$ cat config.mk
export PLATFORM = sky130hd
export DESIGN_NAME = alu8_flags
export DESIGN_NICKNAME = d
export VERILOG_FILES = /design/src/rtl/alu8_pkg.sv /design/src/rtl/alu8_arith.sv /design/src/rtl/alu8_logic.sv /design/src/rtl/alu8_we_dec.sv /design/src/rtl/alu8_flagreg.sv /design/src/rtl/alu8_flags.sv
export SDC_FILE = /design/constraint.sdc
export NUM_CORES = 1
export LEC_CHECK = 0
export BUFFER_PORTS_ARGS = -buffer_cell sky130_fd_sc_hd__clkbuf_2
export CELL_PAD_IN_SITES_DETAIL_PLACEMENT = 1
export CELL_PAD_IN_SITES_GLOBAL_PLACEMENT = 2
export CORE_MARGIN = 2
export CORE_UTILIZATION = 36
export DETAILED_ROUTE_END_ITERATION = 10
export PLACE_DENSITY_LB_ADDON = 0.2
export SLEW_MARGIN = 20
export SYNTH_ARGS = -nofsm -noshare
export SYNTH_HDL_FRONTEND = slang
export SYNTH_SLANG_ARGS = --single-unit
$ cat constraint.sdc
create_clock -name clk_i -period 21.6 [get_ports clk_i]
set_input_delay 5.4 -clock clk_i [delete_from_list [all_inputs] [get_ports clk_i]]
set_output_delay 5.4 -clock clk_i [all_outputs]
set_load 0.02 [all_outputs]
$ cat src/rtl/alu8_pkg.sv
package alu8_pkg;
  localparam int DW    = 8;
  localparam int NIB   = 4;
  localparam int NFLAG = 5;
  localparam int OPW   = 5;
  localparam int HC_BIT = NIB - 1;

  localparam int FL_CY = 0;
  localparam int FL_P  = 1;
  localparam int FL_AC = 2;
  localparam int FL_Z  = 3;
  localparam int FL_S  = 4;

  typedef enum logic [OPW-1:0] {
    OP_ADD = 5'd0,  OP_ADC = 5'd1,  OP_SUB = 5'd2,  OP_SBB = 5'd3,
    OP_CMP = 5'd4,  OP_AND = 5'd5,  OP_OR  = 5'd6,  OP_XOR = 5'd7,
    OP_INC = 5'd8,  OP_DEC = 5'd9,  OP_RLC = 5'd10, OP_RRC = 5'd11,
    OP_RAL = 5'd12, OP_RAR = 5'd13, OP_CMA = 5'd14, OP_STC = 5'd15,
    OP_CMC = 5'd16, OP_DAA = 5'd17
  } alu_op_e;

  // half-carry lookup, index {acc[3], operand[3], raw[3]}
  function automatic logic hc_add(input logic [2:0] idx);
    logic [7:0] tbl;
    tbl = 8'b1101_0100;
    return tbl[idx];
  endfunction

  function automatic logic hc_sub(input logic [2:0] idx);
    logic [7:0] tbl;
    tbl = 8'b1000_1110;
    return ~tbl[idx];
  endfunction
endpackage

$ cat src/rtl/alu8_arith.sv
module alu8_arith
  import alu8_pkg::*;
(
  input  alu_op_e         op_i,
  input  logic [DW-1:0]   a_i,
  input  logic [DW-1:0]   b_i,
  input  logic            cy_i,
  input  logic            ac_i,
  output logic [DW-1:0]   res_o,
  output logic [DW-1:0]   flag_src_o,
  output logic            cy_o,
  output logic            ac_o
);
  localparam logic [NIB-1:0] DEC_MAX = NIB'(9);
  localparam logic [DW-1:0]  ADJ_LO  = DW'(8'h06);
  localparam logic [DW-1:0]  ADJ_HI  = DW'(8'h60);

  logic            sub_sel, use_cin, cin;
  logic            lo_adj, hi_adj;
  logic [NIB-1:0]  lo_n, hi_n;
  logic [DW-1:0]   b_eff;
  logic [DW:0]     raw;
  logic [2:0]      idx;

  assign lo_n    = a_i[NIB-1:0];
  assign hi_n    = a_i[DW-1:NIB];
  assign sub_sel = (op_i == OP_SUB) || (op_i == OP_SBB) || (op_i == OP_CMP);
  assign use_cin = (op_i == OP_ADC) || (op_i == OP_SBB);
  assign cin     = use_cin & cy_i;

  assign lo_adj = ac_i | (lo_n > DEC_MAX);
  assign hi_adj = cy_i | (hi_n > DEC_MAX) | ((hi_n >= DEC_MAX) & (lo_n > DEC_MAX));

  always_comb begin
    if (op_i == OP_DAA) b_eff = (lo_adj ? ADJ_LO : '0) | (hi_adj ? ADJ_HI : '0);
    else                b_eff = b_i;
  end

  always_comb begin
    if (sub_sel) raw = {1'b0, a_i} - {1'b0, b_eff} - {{DW{1'b0}}, cin};
    else         raw = {1'b0, a_i} + {1'b0, b_eff} + {{DW{1'b0}}, cin};
  end

  assign idx        = {a_i[HC_BIT], b_eff[HC_BIT], raw[HC_BIT]};
  assign ac_o       = sub_sel ? hc_sub(idx) : hc_add(idx);
  assign cy_o       = (op_i == OP_DAA) ? (cy_i | hi_adj) : raw[DW];
  assign flag_src_o = raw[DW-1:0];
  assign res_o      = (op_i == OP_CMP) ? a_i : raw[DW-1:0];
endmodule

$ cat src/rtl/alu8_logic.sv
module alu8_logic
  import alu8_pkg::*;
(
  input  alu_op_e         op_i,
  input  logic [DW-1:0]   a_i,
  input  logic [DW-1:0]   b_i,
  input  logic            cy_i,
  output logic [DW-1:0]   res_o,
  output logic            cy_o,
  output logic            ac_o
);
  localparam logic [NIB-1:0] NIB_ALL = '1;

  logic [DW-1:0] inc_v, dec_v;
  assign inc_v = a_i + DW'(1);
  assign dec_v = a_i - DW'(1);

  always_comb begin
    res_o = a_i;
    cy_o  = cy_i;
    ac_o  = 1'b0;
    unique case (op_i)
      OP_AND: begin res_o = a_i & b_i; ac_o = a_i[HC_BIT] | b_i[HC_BIT]; cy_o = 1'b0; end
      OP_OR:  begin res_o = a_i | b_i; cy_o = 1'b0; end
      OP_XOR: begin res_o = a_i ^ b_i; cy_o = 1'b0; end
      OP_INC: begin res_o = inc_v; ac_o = (inc_v[NIB-1:0] == '0); end
      OP_DEC: begin res_o = dec_v; ac_o = (dec_v[NIB-1:0] != NIB_ALL); end
      OP_RLC: begin res_o = {a_i[DW-2:0], a_i[DW-1]}; cy_o = a_i[DW-1]; end
      OP_RRC: begin res_o = {a_i[0], a_i[DW-1:1]};    cy_o = a_i[0]; end
      OP_RAL: begin res_o = {a_i[DW-2:0], cy_i};      cy_o = a_i[DW-1]; end
      OP_RAR: begin res_o = {cy_i, a_i[DW-1:1]};      cy_o = a_i[0]; end
      OP_CMA: res_o = ~a_i;
      OP_STC: cy_o = 1'b1;
      OP_CMC: cy_o = ~cy_i;
      default: ;
    endcase
  end
endmodule

$ cat src/rtl/alu8_we_dec.sv
module alu8_we_dec
  import alu8_pkg::*;
(
  input  alu_op_e           op_i,
  output logic [NFLAG-1:0]  we_o
);
  localparam logic [NFLAG-1:0] WE_ALL  = '1;
  localparam logic [NFLAG-1:0] WE_CY   = NFLAG'(1) << FL_CY;
  localparam logic [NFLAG-1:0] WE_NOCY = WE_ALL & ~WE_CY;

  always_comb begin
    unique case (op_i)
      OP_ADD, OP_ADC, OP_SUB, OP_SBB, OP_CMP,
      OP_AND, OP_OR,  OP_XOR, OP_DAA:          we_o = WE_ALL;
      OP_INC, OP_DEC:                          we_o = WE_NOCY;
      OP_RLC, OP_RRC, OP_RAL, OP_RAR,
      OP_STC, OP_CMC:                          we_o = WE_CY;
      default:                                 we_o = '0;
    endcase
  end
endmodule

$ cat src/rtl/alu8_flagreg.sv
module alu8_flagreg
  import alu8_pkg::*;
(
  input  logic              clk_i,
  input  logic              rst_ni,
  input  logic              strobe_i,
  input  logic [NFLAG-1:0]  we_i,
  input  logic [NFLAG-1:0]  nxt_i,
  output logic [NFLAG-1:0]  q_o
);
  for (genvar g = 0; g < NFLAG; g++) begin : g_flag
    always_ff @(posedge clk_i or negedge rst_ni) begin
      if (!rst_ni)                  q_o[g] <= 1'b0;
      else if (strobe_i && we_i[g]) q_o[g] <= nxt_i[g];
    end
  end
endmodule

$ cat src/rtl/alu8_flags.sv
module alu8_flags
  import alu8_pkg::*;
(
  input  logic              clk_i,
  input  logic              rst_ni,
  input  logic [OPW-1:0]    op_i,
  input  logic [DW-1:0]     acc_i,
  input  logic [DW-1:0]     opnd_i,
  input  logic              cy_i,
  input  logic              ac_i,
  input  logic              flag_we_i,
  output logic [DW-1:0]     res_o,
  output logic              s_o,
  output logic              z_o,
  output logic              p_o,
  output logic              ac_o,
  output logic              cy_o,
  output logic [NFLAG-1:0]  we_o,
  output logic [NFLAG-1:0]  flags_q_o
);
  alu_op_e       op;
  logic          is_arith;
  logic [DW-1:0] ar_res, ar_src, lg_res, src;
  logic          ar_cy, ar_ac, lg_cy, lg_ac;
  logic [NFLAG-1:0] nxt;

  assign op       = alu_op_e'(op_i);
  assign is_arith = (op == OP_ADD) || (op == OP_ADC) || (op == OP_SUB) ||
                    (op == OP_SBB) || (op == OP_CMP) || (op == OP_DAA);

  alu8_arith u_arith (
    .op_i(op), .a_i(acc_i), .b_i(opnd_i), .cy_i(cy_i), .ac_i(ac_i),
    .res_o(ar_res), .flag_src_o(ar_src), .cy_o(ar_cy), .ac_o(ar_ac)
  );

  alu8_logic u_logic (
    .op_i(op), .a_i(acc_i), .b_i(opnd_i), .cy_i(cy_i),
    .res_o(lg_res), .cy_o(lg_cy), .ac_o(lg_ac)
  );

  alu8_we_dec u_we (.op_i(op), .we_o(we_o));

  assign res_o = is_arith ? ar_res : lg_res;
  assign src   = is_arith ? ar_src : lg_res;
  assign s_o   = src[DW-1];
  assign z_o   = (src == '0);
  assign p_o   = ~^src;
  assign ac_o  = is_arith ? ar_ac : lg_ac;
  assign cy_o  = is_arith ? ar_cy : lg_cy;

  always_comb begin
    nxt        = '0;
    nxt[FL_CY] = cy_o;
    nxt[FL_P]  = p_o;
    nxt[FL_AC] = ac_o;
    nxt[FL_Z]  = z_o;
    nxt[FL_S]  = s_o;
  end

  alu8_flagreg u_freg (
    .clk_i(clk_i), .rst_ni(rst_ni), .strobe_i(flag_we_i),
    .we_i(we_o), .nxt_i(nxt), .q_o(flags_q_o)
  );
endmodule

# [Yosys cells after proc, flatten, opt, wreduce, memory -nomap -nowiden]
# Memories as Yosys holds them, arrays and structs flattened.
# Cells that the tools add are included.
# W data, S select, Z words.
[classes] muxes=16 n_mul=0 bitwise_logic=14 shift=0 div_mod_pow=0 addsub=6 n_lt_le_gt_ge=4 n_eq_ne=18 reduce_logical=20
[ops] cell="$pmux W8 S10" count=1
[ops] cell="$eq A5 B4 Y1 const B" count=8
[ops] cell="$mux W8" count=4
[ops] cell="$eq A5 B3 Y1 const B" count=4
[ops] cell="$or A8 B8 Y8" count=2
[ops] cell="$eq A5 B2 Y1 const B" count=2
[ops] cell="$eq A5 B5 Y1 const B" count=2
[ops] cell="$add A8 B8 Y9" count=1
[ops] cell="$add A9 B1 Y9" count=1
[ops] cell="$mux W9" count=1
[ops] cell="$sub A8 B8 Y9" count=1
[ops] cell="$sub A9 B1 Y9" count=1
[ops] cell="$add A8 B1 Y8 const B" count=1
[ops] cell="$and A8 B8 Y8" count=1
[ops] cell="$gt A4 B4 Y1 const B" count=2
[ops] cell="$logic_not A8 Y1" count=1
[ops] cell="$logic_or A1 B1 Y1" count=8
[ops] cell="$not A8 Y8" count=1
[ops] cell="$reduce_xnor A8 Y1" count=1
[ops] cell="$sub A8 B1 Y8 const B" count=1
[ops] cell="$xor A8 B8 Y8" count=1
[ops] cell="$mux W7" count=1
[ops] cell="$mux W1" count=6
[ops] cell="$eq A5 B1 Y1 const B" count=1
[ops] cell="14 further kinds" count=25
[word_totals] output_inout_bits=23 latchBits=0 rom_bits=176 n_memories=3 reg_bits=5 in_bits=26 word_cells=86 ram_bits=0
[memory_table] memory="(no name shown)" depth=32 width=5 read_ports=1 rd_clocked_by_memory_dff=0 wr=0 line_no="alu8_we_dec.sv:12" text="unique case (op_i)"
[memory_table] memory="(no name shown)" depth=8 width=1 read_ports=1 rd_clocked_by_memory_dff=0 wr=0 line_no="alu8_pkg.sv:32" text="return ~tbl[idx];"
[memory_table] memory="(no name shown)" depth=8 width=1 read_ports=1 rd_clocked_by_memory_dff=0 wr=0 line_no="alu8_pkg.sv:26" text="return tbl[idx];"

# [Logic depth before layout (Yosys ltp)]
# Gate-level depths: netlist of run 1.
[depth] ltp_word=14 depth_mapped=21 depth_no_buf=20

# [Cells and area by module]
# A second synthesis of run 1 with hierarchy kept.
[hier_totals] hier_cells=421 area_unflattened_um2=3270.6
[modules_own_cells] mod="alu8_logic" area_each_um2=1410.1 cells_each=204 instances=1 seq_area_each_um2=0.0
[modules_own_cells] mod="alu8_arith" area_each_um2=1216.2 cells_each=159 instances=1 seq_area_each_um2=0.0
[modules_own_cells] mod="alu8_flags" area_each_um2=351.6 cells_each=32 instances=1 seq_area_each_um2=0.0
[modules_own_cells] mod="alu8_flagreg" area_each_um2=219.0 cells_each=15 instances=1 seq_area_each_um2=125.1
[modules_own_cells] mod="alu8_we_dec" area_each_um2=73.8 cells_each=11 instances=1 seq_area_each_um2=0.0

# [Least setup slack after synthesis of run 1]
# Ideal clock, no wire load.
[synth_timing] kind="input to output" startpoint="input port acc_i[0]" endpoint="output port p_o" t_arrival_ns=9.281 required_ns=16.200 path_buffers=1 path_slack_ns=6.919 stages=18 path_cell_list="clkbuf_1 -> inv_1 -> ha_1 -> nor2_1 -> o21ai_0 -> o21a_1 -> o21ai_0 -> a21boi_0 -> ha_1 -> xor2_1 -> or2_2 -> o21ai_0 -> xor2_1 -> mux2i_1 -> mux2_2 -> ha_1 -> xnor2_1 -> xnor2_1"
[synth_between] elab_chain_cells=11 word_cells_on_any_way=22
[synth_rtl] element="from (decl)" line_no="alu8_flags.sv:7" text="input logic [DW-1:0] acc_i,"
[synth_rtl] element="$gt A4 B4 Y1" line_no="alu8_arith.sv:31, alu8_arith.sv:32"
[synth_rtl] element="$and A1 B1 Y1" line_no="alu8_arith.sv:32" text="assign hi_adj = cy_i | (hi_n > DEC_MAX) | ((hi_n >= DEC_MAX) & (lo_n > DEC_MAX));"
[synth_rtl] element="$or A1 B1 Y1" line_no="alu8_arith.sv:32"
[synth_rtl] element="$mux W7" line_no="alu8_arith.sv:35" text="if (op_i == OP_DAA) b_eff = (lo_adj ? ADJ_LO : '0) | (hi_adj ? ADJ_HI : '0);"
[synth_rtl] element="$or A8 B8 Y8" line_no="alu8_arith.sv:35"
[synth_rtl] element="$mux W8" line_no="alu8_arith.sv:35"
[synth_rtl] element="$add A8 B8 Y9 / $sub A8 B8 Y9 (equally long branches)" line_no="alu8_arith.sv:41, alu8_arith.sv:40"
[synth_rtl] element="$add A9 B1 Y9 / $sub A9 B1 Y9 (equally long branches)" line_no="alu8_arith.sv:41, alu8_arith.sv:40"
[synth_rtl] element="$mux W9" line_no="alu8_arith.sv:40" text="if (sub_sel) raw = {1'b0, a_i} - {1'b0, b_eff} - {{DW{1'b0}}, cin};"
[synth_rtl] element="$mux W8 *" line_no="alu8_flags.sv:44" text="assign src = is_arith ? ar_src : lg_res;"
[synth_rtl] element="$reduce_xnor A8 Y1 *" line_no="alu8_flags.sv:47" text="assign p_o = ~^src;"
[synth_rtl] element="to (decl)" line_no="alu8_flags.sv:15" text="output logic p_o,"
# Every way passes the cells marked *; elsewhere a longest branch is shown, timed or not.

# [Worst setup path after layout of run 1]
[layout_timing] startpoint="input port acc_i[1]" endpoint="output port p_o"
# The elaborated chain is that of the path after synthesis.

==> reports/results.ini, run 1 <==
[logic_synthesis]
async_flop_share_pct=100
synthCells=415
syn-num-nets=491
seq_area_frac_synth_pct=4.18
post-synth-top-count-cell=ha_1
synth_area_um2=2990
ys_ff_latch=5
ys_types=70
synth_top_area_cell=ha_1
netlist_top_cells_area=ha_1 19%, xnor2_1 4.7%, inv_1 4.6%
synth_edf_count=0
synth_commonest_cells=46 x ha_1, 37 x inv_1, 33 x nor2_1, 27 x a21oi_1, 26 x nand2_1
yosysTopAreaCellShare_pct=19.2
ys.warnings.count=0
synth_flop_cell=dfrtp_1
synth_area_per_cell_um2=7.21

[placement]
place.gp.congestion=0.959
portBuffers=48
placed_cells=544
dp_hpwl_um=9250

[sta]
finalSetupViolations=0
final_max_slew_viol_count=0
holdWs_ps=487
period_share_pct=72.6
grt_setup_unrepaired=false
relSlewSlack_pct=39.6
fin_tns_setup_ps=0
worstMarginPinSlew_ps=883
skew_ps=0
post-route-min-period_ps=15670
fmax_ghz=0.0638
hold_viol=0

[global_route]
grt_max_degree=25
grt_pass1_wl_um=18300
antenna_found_initial=0
grt_pass1_vias=3383
grt_usage_pct=26.0
grt_overflow=0

[clocking]
clk_pin_slew_ps=40
cts_setup_buffers=0
cts_buffers=3
cts_resized=0
clock_latency_ps=220
root_buffer=clkbuf_8
cts.sinks=5
clock_path_buffers=2
holdBufCountCts=0
cts.htree.levels=1
cts_tree=yes

[worst_setup_path]
crit_chain=clkbuf_2 > inv_1 > ha_1 > nor2_1 > o21ai_0 > o21a_1 > o21ai_0 > a21boi_0 > ha_1 > xor2_1 > or2_2 > o21ai_0 > xor2_1 > mux2i_1 > mux2_2 > ha_1 > xnor2_1 > xnor2_1 > clkbuf_2
ff2ff_setup_slack_ps=20830
slowest_delay_ps=450
worstReg2RegEnd=u_freg.q_o[2]$_DFFE_PN0P_
crit_slowest_cell=a21boi_0
path_delay_family=compound AO/OA/AOI/OAI gates
reg2reg_from=u_freg.q_o[2]$_DFFE_PN0P_
worst_setup_path_start_kind=primary input
cp.depth=19
critical_path_class=primary input to output port
ff2ff_path_depth=1
cp.buffers_inverters=3
crit_arrival_ps=10270
required_ps=16200
crit_fanout=20
endpoint_kind=output port

[power_and_ir_drop]
ir_worst_vdd_mv=0.0167
p_leak_uw=0.00151
power_density_nw_per_um2=39.8

[final_layout]
largest_register=u_freg.q_o
num-fill-cells=1044
reg_top3=u_freg.q_o (5)
diodes=0
finalNonFillerCells=548
fin_util_pct=40.6
area_growth_pct=10.3
seq_area_um2=125
multi_input_area_um2=2600
nets=520
drive_gt1_share_pct=15.8
largest_register_ffs=5

[route]
drtIter0Drc=213
routed_wl_um=11600
drc_errors=0
antenna_left=0
routedWlPerCell_um=21.1
viasPerCell=6.10
vias=3341
drtPass1Iterations=5

[hold_path]
hold_path_end=u_freg.q_o[2]$_DFFE_PN0P_
min_path_cells=1
hold_class=register to register
hold_path.startpoint=u_freg.q_o[2]$_DFFE_PN0P_

[die]
start_util_pct=36.8
die_h_um=95.2
dieArea_um2=9060
core_area_um2=8130
die_width_um=95.2
pin_count=49
rows=33

[job]
maxCapViolCount=0

[run_status]
status=finished, final reports clean

stage by stage:
stage	area, um^2	worst slack, ps	power (uW)
floorplan	2990	6920	83.2
global placement	3260	6000	112
detailed placement	3260	5940	114
CTS	3300	5920	132
global route	3300	5500	144
finish	3300	5930	131
cells in the final DEF, fill, tap and decap left out, types with 4 or more instances in the layout:
master	instances
or2_2	4
o22ai_1	5
xor2_1	5
dfrtp_1	5
o21ai_0	19
nand3_1	12
a31oi_1	5
o21a_1	6
a211oi_1	5
a21boi_0	4
nand2b_1	6
nor3_1	7
nand2_1	26
inv_1	37
nor2b_1	6
ha_1	46
o21bai_1	4
nor2_1	33
a21o_1	7
or3_1	7
a221oi_1	7
clkbuf_2	48
nor4_1	6
mux2i_1	12
xnor2_1	16
a21oi_1	27
fa_1	4
cell families (layout without fill, tap and decap cells):
kind of cell               after synthesis  after routing  share of synthesized area (%)
AOI/OAI and AO/OA                      131            131                           31.0
buffers and inverters                   64             92                           8.99
DFF                                      5              5                           4.18
muxes                                   16             16                           5.52
and+or+nand+nor                        128            128                           22.2
xor gates and xnor gates                21             21                           6.15
adders and majority gates               50             50                           21.9
area by class of cell:
class / instances / area share (%)
inverter: 37 / 4.21
tap: 105 / 3.98
multi-input combinational: 346 / 78.7
sequential: 5 / 3.79
timing repair buffer: 51 / 7.96
clock buffer: 4 / 1.36
how the worst max path moves through the flow:
stage / start / to / slack, ps
2_1_floorplan: acc_i[0] / p_o / 6920
3_3_place_gp: acc_i[1] / p_o / 6000
3_5_place_dp: acc_i[1] / p_o / 5940
4_1_cts: acc_i[1] / p_o / 5920
5_1_grt: acc_i[1] / p_o / 5500
6_report: acc_i[1] / p_o / 5930
power by group:
part | total, uW | switching (uW) | internal [uW]
Sequential | 12.7 | 1.08 | 11.6
Clock | 17.4 | 4.68 | 12.7
Combinational | 101 | 63.5 | 37.7
Total | 131 | 69.2 | 62.0
routing by layer:
metal	wire length (um)	global-route usage, %	up-vias
met2	5370	44.4	107
li1	-	-	1572
met3	525	1.66	14
met4	195	5.07	0
met1	5460	36.1	1648
met5	0	0	-
Note: power is estimated with default switching activity, not from simulation.
==> inputs of run 2 (changes only) <==
--- a/config.mk
+++ b/config.mk
@@ -5,11 +5,12 @@
 export SDC_FILE = /design/constraint.sdc
 export NUM_CORES = 1
 export LEC_CHECK = 0
+export ABC_AREA = 1
 export BUFFER_PORTS_ARGS = -buffer_cell sky130_fd_sc_hd__clkbuf_2
 export CELL_PAD_IN_SITES_DETAIL_PLACEMENT = 1
 export CELL_PAD_IN_SITES_GLOBAL_PLACEMENT = 2
 export CORE_MARGIN = 2
-export CORE_UTILIZATION = 36
+export CORE_UTILIZATION = 27
 export DETAILED_ROUTE_END_ITERATION = 10
 export PLACE_DENSITY_LB_ADDON = 0.2
 export SLEW_MARGIN = 20
==> constraint.sdc (replaced) <==
create_clock -name clk_i -period 14.25 [get_ports clk_i]
set_input_delay 3.5625 -clock clk_i [delete_from_list [all_inputs] [get_ports clk_i]]
set_output_delay 3.5625 -clock clk_i [all_outputs]
set_load 0.02 [all_outputs]
==> reports/results.ini, run 2 <==
[final_layout]
largest_register_ffs=5
num-fill-cells=1595
drive_gt1_share_pct=13.0
fin_util_pct=31.0
final_common_cell=nand2_1
nets=677
largest_register=u_freg.q_o
final_cell_mix=169 x nand2_1, 84 x inv_1, 51 x nor2_1
area_growth_pct=12.6
reg_top3=u_freg.q_o (5)
diodes=0

[placement]
portBuffers=48
dp_hpwl_um=10800
place.gp.congestion=0.872

[sta]
period_share_pct=79.3
skew_ps=0
finalSetupViolations=0
relSlewSlack_pct=46.8
final_max_slew_viol_count=0
fmax_ghz=0.0885
post-route-min-period_ps=11300
worstMarginPinSlew_ps=796
holdWs_ps=496
hold_viol=0
grt_setup_unrepaired=false
fin_tns_setup_ps=0

[global_route]
grt_usage_pct=21.0
grt_overflow=0
grt_max_degree=19
grt_pass1_vias=3932
antenna_found_initial=0
grt_pass1_wl_um=21000

[die]
dieArea_um2=12500
rows=39
die_h_um=112
start_util_pct=27.6
pin_count=49
die_width_um=112
core_area_um2=11400

[clocking]
holdBufCountCts=0
cts_setup_buffers=0
cts_tree=yes
cts.sinks=5
cts.htree.levels=1
clock_latency_ps=230
root_buffer=clkbuf_16
cts_resized=0
cts_buffers=3
clock_path_buffers=2
clk_pin_slew_ps=30

[power_and_ir_drop]
ir_worst_vdd_mv=0.120
p_leak_uw=0.00195
power_density_nw_per_um2=65.5

[route]
viasPerCell=5.16
routed_wl_um=13200
drc_errors=0
drtPass1Iterations=5
routedWlPerCell_um=17.8
antenna_left=0
vias=3833
drtIter0Drc=198

[logic_synthesis]
synthCells=565
synth_edf_count=0
synth_flop_cell=dfrtp_1
synth_top_area_cell=nand2_1
ys_ff_latch=5
seq_area_frac_synth_pct=3.97
synth_area_um2=3150
synth_commonest_cells=169 x nand2_1, 84 x inv_1, 51 x nor2_1, 46 x ha_1, 44 x nand3_1
post-synth-top-count-cell=nand2_1
ys.warnings.count=0
yosysTopAreaCellShare_pct=20.2
netlist_top_cells_area=nand2_1 20%, ha_1 18%, inv_1 10%
async_flop_share_pct=100
syn-num-nets=641
ys_types=42
synth_area_per_cell_um2=5.57

[worst_setup_path]
endpoint=p_o
cp.depth=24
ff2ff_path_depth=2
required_ps=10690
cp.buffers_inverters=6
endpoint_kind=output port
crit_chain=clkbuf_2 > inv_1 > ha_1 > inv_1 > nor2_1 > nor2_1 > nand2_1 > o21ai_0 > a21oi_1 > a21oi_1 > ha_1 > inv_1 > ha_1 > nand4_1 > nand3_1 > nand3_1 > nand2_1 > nand2_1 > nand2_2 > inv_1 > ha_1 > xnor2_1 > xnor2_1 > clkbuf_2
critical_path_class=primary input to output port
reg2reg_from=u_freg.q_o[0]$_DFFE_PN0P_
worstReg2RegEnd=u_freg.q_o[0]$_DFFE_PN0P_
worst_setup_path_start_kind=primary input
crit_slowest_cell=ha_1
crit_fanout=14
path_delay_family=adder cells
crit_arrival_ps=7730
cp-startpoint=acc_i[1]
ff2ff_setup_slack_ps=13620
slowest_delay_ps=390

[hold_path]
hold_path.startpoint=u_freg.q_o[3]$_DFFE_PN0P_
hold_class=register to register

[job]
maxCapViolCount=0

[run_status]
status=finished, final reports clean

==> run 2: changes by cell type in the layout (fill, tap and decap cells not counted), moves of 7 or more <==
cell / previous run / this run
nand2_1: 26 / 169
inv_1: 37 / 84
nand3_1: 12 / 44
o21ai_0: 19 / 43
nor2_1: 33 / 51
nand4_1: 1 / 15
mux2i_1: 12 / 0
xnor2_1: 16 / 5
a221oi_1: 7 / 0
nor2_2: 0 / 7
or3_1: 7 / 0
==> run 2: worst min path at each step <==
stage	to	slack, ps	cells past startpoint
final	u_freg.q_o[3]$_DFFE_PN0P_	500	2
after detailed placement	u_freg.q_o[2]$_DFFE_PN0P_	470	2
after global placement	u_freg.q_o[2]$_DFFE_PN0P_	460	2
after global routing	u_freg.q_o[4]$_DFFE_PN0P_	520	2
after CTS	u_freg.q_o[2]$_DFFE_PN0P_	500	2
after floorplan	u_freg.q_o[2]$_DFFE_PN0P_	590	2
==> run 2: layer usage <==
metal,wire (um),global-route usage (%),vias to the layer above
met4,268,4.55,0
met2,5990,35.1,108
met3,577,1.96,23
met5,0,0,-
met1,6370,29.4,1831
li1,-,-,1871
==> run 2: where the power goes <==
part | total, uW | leakage (uW) | internal (uW) | switching, uW
sequential | 19.1 | 0.0000651 | 17.4 | 1.68
clock | 46.4 | 0.0000382 | 37.1 | 9.32
combinational | 167 | 0.00185 | 53.2 | 114
==> run 2: logic make-up after synthesis <==
group,count (synthesis),share of synthesized area (%)
and+or+nand+nor,305,43.4
AOI/OAI and AO/OA,87,15.1
buffers and inverters,109,14.2
DFF,5,3.97
xor gates and xnor gates,9,2.50
adders and majority gates,50,20.8
==> run 2: cell type report <==
type	count	area (um^2)	share of cell area, %
Inverter	92	345	9.75
Timing Repair Buffer	48	240	6.78
Multi-Input combinational cell	451	2570	72.7
Clock buffer	4	78.8	2.22
Tap cell	143	179	5.05
Sequential cell	5	125	3.53
==> run 2: per-stage QoR <==
| step | area (um^2) | worst slack, ps | instances | total power, uW |
|---|---|---|---|---|
| floorplan | 3150 | 3690 | 565 | 131 |
| global placement | 3460 | 3030 | 739 | 182 |
| detailed placement | 3460 | 2990 | 739 | 184 |
| CTS | 3540 | 2940 | 743 | 233 |
| global route | 3540 | 2480 | 743 | 253 |
| finish | 3540 | 2950 | 743 | 232 |
==> run 2: worst reg2reg max path, stage by stage (launching register included) <==
cell and delay (ps):
dfrtp_1 370, o21ai_0 80, nand2_1 70
==> inputs of run 3 (changes only) <==
--- a/config.mk
+++ b/config.mk
@@ -5,12 +5,12 @@
 export SDC_FILE = /design/constraint.sdc
 export NUM_CORES = 1
 export LEC_CHECK = 0
-export ABC_AREA = 1
+export ABC_AREA = 0
 export BUFFER_PORTS_ARGS = -buffer_cell sky130_fd_sc_hd__clkbuf_2
 export CELL_PAD_IN_SITES_DETAIL_PLACEMENT = 1
 export CELL_PAD_IN_SITES_GLOBAL_PLACEMENT = 2
 export CORE_MARGIN = 2
-export CORE_UTILIZATION = 27
+export CORE_UTILIZATION = 33
 export DETAILED_ROUTE_END_ITERATION = 10
 export PLACE_DENSITY_LB_ADDON = 0.2
 export SLEW_MARGIN = 20
==> constraint.sdc (replaced) <==
create_clock -name clk_i -period 10.72 [get_ports clk_i]
set_input_delay 2.68 -clock clk_i [delete_from_list [all_inputs] [get_ports clk_i]]
set_output_delay 2.68 -clock clk_i [all_outputs]
set_load 0.02 [all_outputs]
==> reports/results.ini, run 3 (same netlist as run 1, synthesis figures left out) <==
[final_layout]
reg_top3=u_freg.q_o (5)
diodes=0
seq_area_um2=125
multi_input_area_um2=2600
area_growth_pct=11.2
nets=523
num-fill-cells=1150
final_cell_mix=48 x clkbuf_2, 46 x ha_1, 37 x inv_1
largest_register=u_freg.q_o
final_common_cell=clkbuf_2
largest_register_ffs=5
drive_gt1_share_pct=16.4

[worst_setup_path]
crit_chain=clkbuf_2 > inv_1 > ha_1 > nor2_1 > o21ai_0 > o21a_1 > o21ai_0 > a21boi_0 > ha_1 > xor2_1 > or2_2 > o21ai_0 > xor2_1 > mux2i_1 > mux2_2 > ha_1 > xnor2_1 > xnor2_1 > clkbuf_2
worst_setup_path_start_kind=primary input
crit_slowest_cell=a21boi_0
path_delay_family=compound AO/OA/AOI/OAI gates
cp.buffers_inverters=3
endpoint=p_o
endpoint_kind=output port
cp-startpoint=acc_i[1]
cp.depth=19
slowest_delay_ps=460
ff2ff_setup_slack_ps=9950
ff2ff_path_depth=1
critical_path_class=primary input to output port
crit_fanout=20
reg2reg_from=u_freg.q_o[2]$_DFFE_PN0P_
crit_arrival_ps=7260
worstReg2RegEnd=u_freg.q_o[2]$_DFFE_PN0P_
required_ps=8040

[global_route]
grt_pass1_wl_um=18700
grt_max_degree=24
antenna_found_initial=0
grt_pass1_vias=3520
grt_overflow=0
grt_usage_pct=23.7

[sta]
period_share_pct=92.7
skew_ps=0
final_max_slew_viol_count=0
fin_tns_setup_ps=0
hold_viol=0
fmax_ghz=0.101
relSlewSlack_pct=45.4
grt_setup_unrepaired=false
post-route-min-period_ps=9940
finalSetupViolations=0
worstMarginPinSlew_ps=808

[route]
viasPerCell=5.97
antenna_left=0
routed_wl_um=11600
drc_errors=0
drtPass1Iterations=4
drtIter0Drc=166
routedWlPerCell_um=21.0
vias=3307

[die]
pin_count=49
rows=34
start_util_pct=34.1
core_area_um2=8760
dieArea_um2=9840
die_width_um=99.2
die_h_um=99.2

[power_and_ir_drop]
ir_worst_vdd_mv=0.0452
p_leak_uw=0.00153
total_power_uw=266
power_density_nw_per_um2=79.9

[placement]
place.gp.congestion=0.882
dp_hpwl_um=9460
portBuffers=48

[clocking]
cts_buffers=3
cts_setup_buffers=0
holdBufCountCts=0
cts_tree=yes
cts.sinks=5
clock_latency_ps=220
cts_resized=0
clock_path_buffers=2
clk_pin_slew_ps=40
root_buffer=clkbuf_8
cts.htree.levels=1

[hold_path]
hold_class=register to register

[job]
maxCapViolCount=0

[run_status]
status=finished, final reports clean

run 3: per-layer routing:
layer	wire length, um	up-vias	track usage, %
met5	0	-	0
met4	366	0	8.54
met3	547	18	2.18
met2	5560	90	39.9
met1	5130	1615	31.4
li1	-	1584	-
run 3: cell type report:
type / instances / share of cell area, %
Clock buffer: 4 / 1.35
Inverter: 37 / 4.17
Multi-Input combinational cell: 346 / 78.1
Sequential cell: 5 / 3.76
Tap cell: 108 / 4.06
Timing Repair Buffer: 54 / 8.57
run 3: worst min path at each step:
| stage | slack [ps] | startpoint | end | cells past startpoint |
|---|---|---|---|---|
| 6_report | 490 | u_freg.q_o[2]$_DFFE_PN0P_ | u_freg.q_o[2]$_DFFE_PN0P_ | 1 |
| 5_1_grt | 510 | u_freg.q_o[2]$_DFFE_PN0P_ | u_freg.q_o[2]$_DFFE_PN0P_ | 1 |
| 4_1_cts | 500 | u_freg.q_o[2]$_DFFE_PN0P_ | u_freg.q_o[2]$_DFFE_PN0P_ | 1 |
| 3_5_place_dp | 490 | u_freg.q_o[2]$_DFFE_PN0P_ | u_freg.q_o[2]$_DFFE_PN0P_ | 1 |
| 3_3_place_gp | 470 | u_freg.q_o[2]$_DFFE_PN0P_ | u_freg.q_o[2]$_DFFE_PN0P_ | 1 |
| 2_1_floorplan | 610 | u_freg.q_o[2]$_DFFE_PN0P_ | u_freg.q_o[2]$_DFFE_PN0P_ | 1 |
run 3: through the flow:
| stage | utilization [%] | setup slack, ps | instances | cell area (um^2) | hold slack (ps) |
|---|---|---|---|---|---|
| 6_report | 38.0 | 781 | 554 | 3330 | 493 |
| 5_1_grt | 38.0 | 410 | 554 | 3330 | 511 |
| 4_1_cts | 38.0 | 744 | 554 | 3330 | 495 |
| 3_5_place_dp | 37.5 | 773 | 550 | 3280 | 487 |
| 3_3_place_gp | 37.5 | 936 | 550 | 3280 | 475 |
| 2_1_floorplan | - | 1480 | 415 | 2990 | 615 |
run 3: power breakdown:
part / leakage [uW] / switching, uW / internal, uW
combinational: 0.00144 / 128 / 76.6
sequential: 0.0000611 / 2.09 / 23.4
clock: 0.0000228 / 10.2 / 25.6
total: 0.00153 / 140 / 126
